[config.mk]
export PLATFORM = sky130hd
export DESIGN_NAME = rtc_regfile
export DESIGN_NICKNAME = d
export VERILOG_FILES = /design/src/rtl/rtc_pkg.sv /design/src/rtl/rtc_decode.sv /design/src/rtl/rtc_readmux.sv /design/src/rtl/rtc_regfile.sv
export SDC_FILE = /design/constraint.sdc
export NUM_CORES = 1
export LEC_CHECK = 0
export BUFFER_PORTS_ARGS = -buffer_cell sky130_fd_sc_hd__buf_2
export CORE_MARGIN = 5
export CORE_UTILIZATION = 55
export DETAILED_ROUTE_END_ITERATION = 10
export PLACE_DENSITY = 0.77
export SLEW_MARGIN = 20
export SYNTH_ARGS = -nofsm -noshare
export SYNTH_HDL_FRONTEND = slang
export SYNTH_HIERARCHICAL = 1
export SYNTH_SLANG_ARGS = --single-unit
[constraint.sdc]
create_clock -name clk_i -period 3.46 [get_ports clk_i]
set_input_delay 0.519 -clock clk_i [delete_from_list [all_inputs] [get_ports clk_i]]
set_output_delay 0.519 -clock clk_i [all_outputs]
set_load 0.005 [all_outputs]
[src/rtl/rtc_pkg.sv]
package rtc_pkg;
    localparam int BYTE_W  = 8;
    localparam int NREG    = 8;
    localparam int IDX_W   = $clog2(NREG);
    localparam int TIME_W  = BYTE_W * (NREG - 1);

    localparam int HOLD_WR_BIT = 7;
    localparam int HOLD_RD_BIT = 6;
    localparam int OSC_STOP_BIT = 7;
    localparam int FTEST_BIT   = 6;

    typedef logic [BYTE_W-1:0] byte_t;
    typedef logic [NREG-1:0][BYTE_W-1:0] bank_t;

    typedef enum logic [IDX_W-1:0] {
        IDX_CTRL = 3'd0,
        IDX_SEC  = 3'd1,
        IDX_MIN  = 3'd2,
        IDX_HOUR = 3'd3,
        IDX_DAY  = 3'd4,
        IDX_DATE = 3'd5,
        IDX_MON  = 3'd6,
        IDX_YEAR = 3'd7
    } reg_idx_e;

    // Bits of each byte that carry a count value; the rest is plain storage.
    function automatic byte_t time_mask(input logic [IDX_W-1:0] idx);
        case (idx)
            IDX_SEC:  time_mask = 8'h7F;
            IDX_MIN:  time_mask = 8'h7F;
            IDX_HOUR: time_mask = 8'h3F;
            IDX_DAY:  time_mask = 8'h07;
            IDX_DATE: time_mask = 8'h3F;
            IDX_MON:  time_mask = 8'h1F;
            IDX_YEAR: time_mask = 8'hFF;
            default:  time_mask = 8'h00;
        endcase
    endfunction
endpackage

[src/rtl/rtc_decode.sv]
module rtc_decode
    import rtc_pkg::*;
#(
    parameter int ADDR_W = 11
) (
    input  logic              pwr_fail_i,
    input  logic              cs_i,
    input  logic              we_i,
    input  logic [ADDR_W-1:0] addr_i,
    output logic              wr_en_o,
    output logic              rd_en_o,
    output logic [IDX_W-1:0]  idx_o
);
    logic hit;
    logic ce;

    assign hit     = &addr_i[ADDR_W-1:IDX_W];
    assign ce      = cs_i & ~pwr_fail_i;
    assign wr_en_o = ce & hit & we_i;
    assign rd_en_o = ce & hit & ~we_i;
    assign idx_o   = addr_i[IDX_W-1:0];
endmodule

[src/rtl/rtc_readmux.sv]
module rtc_readmux
    import rtc_pkg::*;
(
    input  bank_t             regs_i,
    input  logic [IDX_W-1:0]  idx_i,
    input  logic              ftest_clk_i,
    output byte_t             data_o
);
    logic ft_active;

    assign ft_active = regs_i[IDX_DAY][FTEST_BIT] & ~regs_i[IDX_SEC][OSC_STOP_BIT];

    always_comb begin
        data_o = regs_i[idx_i];
        if ((idx_i == IDX_SEC) && ft_active) begin
            data_o[0] = ftest_clk_i;
        end
    end
endmodule

[src/rtl/rtc_regfile.sv]
module rtc_regfile
    import rtc_pkg::*;
#(
    parameter int ADDR_W = 11
) (
    input  logic              clk_i,
    input  logic              rst_ni,
    input  logic              pwr_fail_i,
    input  logic              cs_i,
    input  logic              we_i,
    input  logic [ADDR_W-1:0] addr_i,
    input  logic [7:0]        wdata_i,
    output logic [7:0]        rdata_o,
    input  logic              cnt_tick_i,
    input  logic [55:0]       cnt_time_i,
    output logic              load_o,
    output logic [55:0]       load_time_o,
    output logic              osc_stop_o,
    output logic              ftest_o,
    input  logic              ftest_clk_i
);
    typedef struct packed {
        bank_t               regs;
        byte_t               rdata;
        logic                load;
        logic [TIME_W-1:0]   ltime;
    } state_t;

    state_t s_d, s_q;

    logic             wr_en, rd_en;
    logic [IDX_W-1:0] idx;
    byte_t            rd_byte;
    logic             frozen_q, frozen_d, wr_hold_fall;

    rtc_decode #(.ADDR_W(ADDR_W)) u_dec (
        .pwr_fail_i (pwr_fail_i),
        .cs_i       (cs_i),
        .we_i       (we_i),
        .addr_i     (addr_i),
        .wr_en_o    (wr_en),
        .rd_en_o    (rd_en),
        .idx_o      (idx)
    );

    rtc_readmux u_mux (
        .regs_i      (s_q.regs),
        .idx_i       (idx),
        .ftest_clk_i (ftest_clk_i),
        .data_o      (rd_byte)
    );

    assign frozen_q = s_q.regs[IDX_CTRL][HOLD_WR_BIT] | s_q.regs[IDX_CTRL][HOLD_RD_BIT];

    always_comb begin
        s_d      = s_q;
        s_d.load = 1'b0;
        // Follow the counters while nothing holds the visible copy.
        if (!frozen_q && cnt_tick_i) begin
            for (int i = 1; i < NREG; i++) begin
                s_d.regs[i] = (s_q.regs[i] & ~time_mask(i[IDX_W-1:0]))
                            | (cnt_time_i[BYTE_W*(i-1) +: BYTE_W] & time_mask(i[IDX_W-1:0]));
            end
        end
        if (wr_en) begin
            s_d.regs[idx] = wdata_i;
        end
        frozen_d     = s_d.regs[IDX_CTRL][HOLD_WR_BIT] | s_d.regs[IDX_CTRL][HOLD_RD_BIT];
        wr_hold_fall = s_q.regs[IDX_CTRL][HOLD_WR_BIT] & ~s_d.regs[IDX_CTRL][HOLD_WR_BIT];
        if (wr_hold_fall) begin
            s_d.load = 1'b1;
            for (int i = 1; i < NREG; i++) begin
                s_d.ltime[BYTE_W*(i-1) +: BYTE_W] = s_d.regs[i];
            end
        end else if (frozen_q && !frozen_d) begin
            for (int i = 1; i < NREG; i++) begin
                s_d.regs[i] = (s_d.regs[i] & ~time_mask(i[IDX_W-1:0]))
                            | (cnt_time_i[BYTE_W*(i-1) +: BYTE_W] & time_mask(i[IDX_W-1:0]));
            end
        end
        s_d.rdata = rd_en ? rd_byte : '0;
    end

    always_ff @(posedge clk_i) begin
        if (!rst_ni) begin
            s_q <= '0;
        end else begin
            s_q <= s_d;
        end
    end

    assign rdata_o     = s_q.rdata;
    assign load_o      = s_q.load;
    assign load_time_o = s_q.ltime;
    assign osc_stop_o  = s_q.regs[IDX_SEC][OSC_STOP_BIT];
    assign ftest_o     = s_q.regs[IDX_DAY][FTEST_BIT];


    load_single_chk: assert property (@(posedge clk_i) disable iff (!rst_ni)
        load_o |=> !load_o);


    load_after_wclr_chk: assert property (@(posedge clk_i) disable iff (!rst_ni)
        $rose(load_o) |-> ($past(s_q.regs[IDX_CTRL][HOLD_WR_BIT]) && !s_q.regs[IDX_CTRL][HOLD_WR_BIT]));


    pf_no_read_chk: assert property (@(posedge clk_i) disable iff (!rst_ni)
        pwr_fail_i |=> (rdata_o == 8'h00));


    frozen_hold_chk: assert property (@(posedge clk_i) disable iff (!rst_ni)
        (pwr_fail_i && frozen_q) |=> $stable(s_q.regs));


    osc_bit_hold_chk: assert property (@(posedge clk_i) disable iff (!rst_ni)
        !wr_en |=> $stable(osc_stop_o) && $stable(ftest_o));
endmodule

---- Word level (Yosys, flattened, before mapping) ----
Index checks and enable logic that the tools add are counted.
cells by class
  reduce and logical (&&, ||, !) cells .... 8
  mux-type cells .......................... 26
  equal/unequal tests ..................... 1
  $lt $le $gt $ge ......................... 2
  bitwise logic cells ..................... 64
operators by type and width
  operator                                                           count
  AND 8 bit                                                          28
  two-way mux 56 bit                                                 3
  two-way mux 8 bit                                                  17
  bitwise OR 8 bit                                                   14
  NOT 8 bit                                                          10
  bitwise mux 64 bit                                                 1
  two-way mux 64 bit                                                 1
  two-way mux 57 bit                                                 1
  binary-select mux 8 bit (select 3 bit)                             1
  demux 8 bit (select 3 bit)                                         1
  AND reduction 8 bit                                                1
  AND 1 bit                                                          6
  logical AND 1 bit                                                  4
  < comparator 3 x 4 -> 1 bit, second input constant                 1
  NOT 1 bit                                                          4
  equality test 3 x 1 -> 1 bit, second input constant                1
  greater-or-equal comparator 3 x 1 -> 1 bit, second input constant  1
  zero test 1 bit                                                    2
  bitwise OR 1 bit                                                   2
  AND reduction 2 bit                                                1
  two-way mux 1 bit                                                  1
word-level totals
  logic and storage cells ................. 113
  flip-flop bits (word level) ............. 129
  output and inout bits ................... 67

---- Longest topological paths before layout ----
  depth in word-level cells ............... 20
  depth in mapped cells ................... 10
  depth with buffers taken out ............ 6

---- By module ----
Netlist, hierarchy kept.
by module, submodules not included
  module       cells each  area an instance (µm²)  times used
  rtc_regfile  708         6,497.5                 1
  rtc_readmux  36          581.8                   1
  rtc_decode   9           57.6                    1

---- Least setup slack after synthesis ----
OpenSTA, ideal clock, no wires.
  kind .................................... input port to flip-flop
  start ................................... in pwr_fail_i
  end ..................................... reg s_q[105] (netlist name)
  path slack .............................. 765 ps
  stages .................................. 9
  data arrival time ....................... 2,577 ps
  required time ........................... 3,342 ps
  buffers on the path ..................... 3
  setup time .............................. 118 ps
  cells stage by stage .................... nand4b_1 nor4_1 or4b_1 buf_4 nor4_4 buf_6 clkbuf_1 or3_1 a21boi_2
between the ends
  cells in the longest elaborated chain, start to end .. 10
  elaborated cells on any way between the ends .. 14
  those cells by class .................... mux: 3; bitwise: 9; reduce/logical: 2
ends and longest elaborated chain
  what                        line               text
  start, declared             rtc_regfile.sv:8   input logic pwr_fail_i,
  NOT 1 bit (*)               rtc_decode.sv:18   assign ce = cs_i & ~pwr_fail_i;
  AND 1 bit (*)               rtc_decode.sv:18
  AND 1 bit (*) (2 in a row)  rtc_decode.sv:19   assign wr_en_o = ce & hit & we_i;
  via wr_en                   rtc_regfile.sv:31  logic wr_en, rd_en;
  two-way mux 64 bit (*)      rtc_regfile.sv:65  if (wr_en) begin
  bitwise OR 1 bit            rtc_regfile.sv:68  frozen_d = s_d.regs[IDX_CTRL][HOLD_WR_BIT] | s_d.regs[IDX_CTRL][HOLD_RD_BIT];
  zero test 1 bit             rtc_regfile.sv:75  end else if (frozen_q && !frozen_d) begin
  logical AND 1 bit           rtc_regfile.sv:75
  two-way mux 56 bit          rtc_regfile.sv:75
  two-way mux 56 bit (*)      rtc_regfile.sv:70  if (wr_hold_fall) begin
  end signal, assigned        rtc_regfile.sv:86  s_q <= '0;
  end signal, assigned        rtc_regfile.sv:88  s_q <= s_d;
  end, declared               rtc_regfile.sv:29  state_t s_d, s_q;
Mark *: on every way through the listed nets, which the timed path passes. The rest lies on a longest branch.
A chain may end at the register's enable or synchronous reset.

---- Worst setup path in the final report ----
  start ................................... in pwr_fail_i
  end ..................................... reg s_q, in the netlist load_time_o[47]
between the ends
  cells in the longest elaborated chain, start to end .. 7
ends and longest elaborated chain
  what                        line               text
  NOT 1 bit (*)               rtc_decode.sv:18
  AND 1 bit (*)               rtc_decode.sv:18
  AND 1 bit (*) (2 in a row)  rtc_decode.sv:19
  via wr_en                   rtc_regfile.sv:31
  two-way mux 64 bit (*)      rtc_regfile.sv:65
  NOT 1 bit                   rtc_regfile.sv:69  wr_hold_fall = s_q.regs[IDX_CTRL][HOLD_WR_BIT] & ~s_d.regs[IDX_CTRL][HOLD_WR_BIT];
  AND 1 bit                   rtc_regfile.sv:69
Marks and branches as above.

==> flow_summary.yaml <==
layout:
  antenna_cells: 0
  fin_cells: 958
  fin_util_pct: 61.4
  layout.cells.most_common_list: "buf_2, dfxtp_1, nand2_1, o211a_1"
  final_nets: 858
  area_delta_synth_final_pct: 9.03
  layout_commonest_cell: "buf_2"
  drive_above_1_share_pct: 29.5
synthesis:
  synth_seq_cells: 129
  synthAdderAreaFrac_pct: 0
  syn_area_per_cell_um2: 9.48
  yosys.area_share.simple_pct: 21.8
  synthArstFlopShare_pct: 0
  synthCells: 753
  synth_compound_area_share_pct: 20.6
  muxShareOfSynthArea_pct: 8.75
  synthesis.nets: 835
  synthesis.area_um2: 7140
  ys_seq_area_share_pct: 36.2
  synth_edf_count: 0
  ys.flop_type: "dfxtp_1"
  yosysUniqueCellTypes: 44
  synthXorXnorAreaFrac_pct: 0
  synth_top_family_by_area: "simple AND/OR/NAND/NOR gates"
  ys.warnings.count: 6
sta:
  slew_headroom_pct: 42.6
  setup_viol: 0
  worst_slack_ps: 896
  whs_ps: 358
  tightest_slew_ps: 861
  final_max_slew_viol_count: 0
  hold_violations: 0
  setup_tns_ps: 0
  fin_skew_ps: 9.76
  final.min_clock_period_ps: 2560
  fmax_ghz: 0.390
  rsz0062_at_grt: "no"
  post-route-period-util_pct: 74.1
worst_hold_path:
  hold_class: "input pin to flip-flop"
  hold_path_end: "s_q[93]$_SDFF_PN0_"
  hp-start: "cnt_time_i[20]"
  hold_path_depth: 3
placement:
  post-place-cells: 929
  port-buffer-count: 134
  pre_cts_ws_ps: 534
  dp_hpwl_mm: 13.2
  routabilityCongestion: 0.853
cts:
  clock-sinks: 129
  cts_resized: 0
  insertion_delay_ps: 410
  post-cts-setup-buffers: 0
  clk_pin_slew_ps: 50
  cts_tree: "yes"
  cts_htree_levels: 4
  clk_path_buf_depth: 2
  hold_buffers: 0
  cts_buffers: 17
  cts_root_buffer: "clkbuf_16"
grt:
  gr-usage-all-layers_pct: 25.4
  grt_pass1_wl_mm: 29.7
  grt_max_degree: 130
  top_usage_layer: "met2"
  grt_antenna_before_repair: 0
  use_met1_pct: 32.9
  met3_usage_pct: 8.22
  grt_pass1_vias: 5492
  grt_use_met2_pct: 40.0
  grt_overflow: 0
die:
  die_h_um: 124
  coreArea_um2: 12700
  ioPinCount: 149
  dieArea_um2: 15400
  num_rows: 41
  initial_core_util_pct: 56.3
  die_x_um: 124
route:
  routed_wl_mm: 19.3
  vias: 5760
  drt_iter0_drc: 559
  vias_per_cell: 6.01
  route.detailed.drc: 0
  wl_per_cell_um: 20.2
  antenna_left: 0
  first_pass_iters: 5
run_status:
  status: "finished, final reports clean"
pwr:
  seqPwrFrac_pct: 44.4
  p_clk_share_pct: 47.1
  power.switching_mw: 0.795
  internal_power_mw: 2.66
  leakage_nw: 3.94
  switching_share_pct: 23.1
  combPwrFrac_pct: 8.5
  ir_drop_mv: 0.298
  power_density_nw_per_um2: 443
critical_path:
  r2r_end: "load_time_o[21]$_SDFFE_PN0P_"
  cp.arrival_ps: 2870
  crit_fanout: 83
  max_stage_delay_ps: 730
  critPathKind: "input pin to flip-flop"
  rrSetupSlack_ps: 970
  slowest_stage: "or4b_1"
  cp.required_ps: 3760
  start_kind: "input pin"
  crit_chain: "buf_2, nand4b_1, nor4_2, or4b_1, nor3b_4, buf_12, nand2_1, o211a_1"
  rr_startpoint: "s_q[72]$_SDFF_PN0_"
  worstSetupEndpointType: "flip-flop"
  r2r_cells: 4
run:
  maxCapViolCount: 0
kinds of logic (layout without fill, tap and decap cells):
kind of cell	Yosys count	in the layout
flip-flops	129	129
AO/OA/AOI/OAI	152	152
AND/OR/NAND/NOR	292	292
multiplexers	37	37
buffers and inverters	143	176
synthesized netlist by cell type, types with 9 or more instances:
cell / number / area [um^2]
a21boi_2: 40 / 450
nor2b_1: 15 / 93.8
nand2_1: 115 / 432
clkbuf_1: 46 / 173
mux2i_1: 14 / 140
buf_4: 69 / 518
a221oi_1: 34 / 298
dfxtp_1: 129 / 2580
buf_2: 13 / 65.1
or3_1: 42 / 263
mux4_1: 9 / 236
and2_1: 35 / 219
nor4bb_1: 11 / 110
o211a_1: 56 / 561
nor2_1: 43 / 161
routing by layer:
layer / share of wire [%] / vias up
met2: 46 / 282
met4: 2.2 / 0
li1: - / 2674
met5: 0 / -
met1: 42 / 2769
met3: 10 / 35
per-stage QoR:
step | total power [mW] | cell area (um^2)
3_5_place_dp | 1.85 | 7250
6_report | 3.45 | 7780
2_1_floorplan | 1.75 | 7140
4_1_cts | 3.46 | 7780
3_3_place_gp | 1.84 | 7250
5_1_grt | 3.56 | 7780
worst max-delay path, delay by kind of cell:
family | cells | cell delay [ps]
buffers and inverters | 2 | 410
AO/OA/AOI/OAI | 1 | 150
AND/OR/NAND/NOR | 5 | 1730
area by class of cell:
| class | instances | area, um^2 |
|---|---|---|
| fillers | 1108 | 4890 |
| multi-input cells | 481 | 3660 |
| flip-flops and latches | 129 | 2580 |
| repair buffers | 145 | 785 |
| clock buffers | 22 | 464 |
| well taps | 172 | 215 |
| clock inverters | 7 | 62.6 |
| inverters | 2 | 7.51 |
how the worst max path moves through the flow:
stage               depth (start not counted)  slack, ps                            to       start
finish                                      8        900  load_time_o[47]$_SDFFE_PN0P_  pwr_fail_i
global route                                8        810  load_time_o[47]$_SDFFE_PN0P_  pwr_fail_i
CTS                                         8        950  load_time_o[47]$_SDFFE_PN0P_  pwr_fail_i
detailed placement                          8        530  load_time_o[47]$_SDFFE_PN0P_  pwr_fail_i
global placement                            8        550  load_time_o[47]$_SDFFE_PN0P_   addr_i[9]
floorplan                                   9        760           s_q[105]$_SDFF_PN0_  pwr_fail_i
sequential cells by signal (all words and copies together) (netlist names), named ones only:
signal,flops
load_time_o,56
s_q,56
osc_stop_o,1
rdata_o,8
load_o,1
ftest_o,1
power groups by stage:
stage	logic, mW	registers, mW	clock network [mW]
2_1_floorplan	0.199	1.55	0
3_3_place_gp	0.276	1.56	0
3_5_place_dp	0.287	1.56	0
4_1_cts	0.289	1.53	1.64
5_1_grt	0.313	1.53	1.72
6_report	0.293	1.53	1.62
Power figures use the tool's default switching activity.
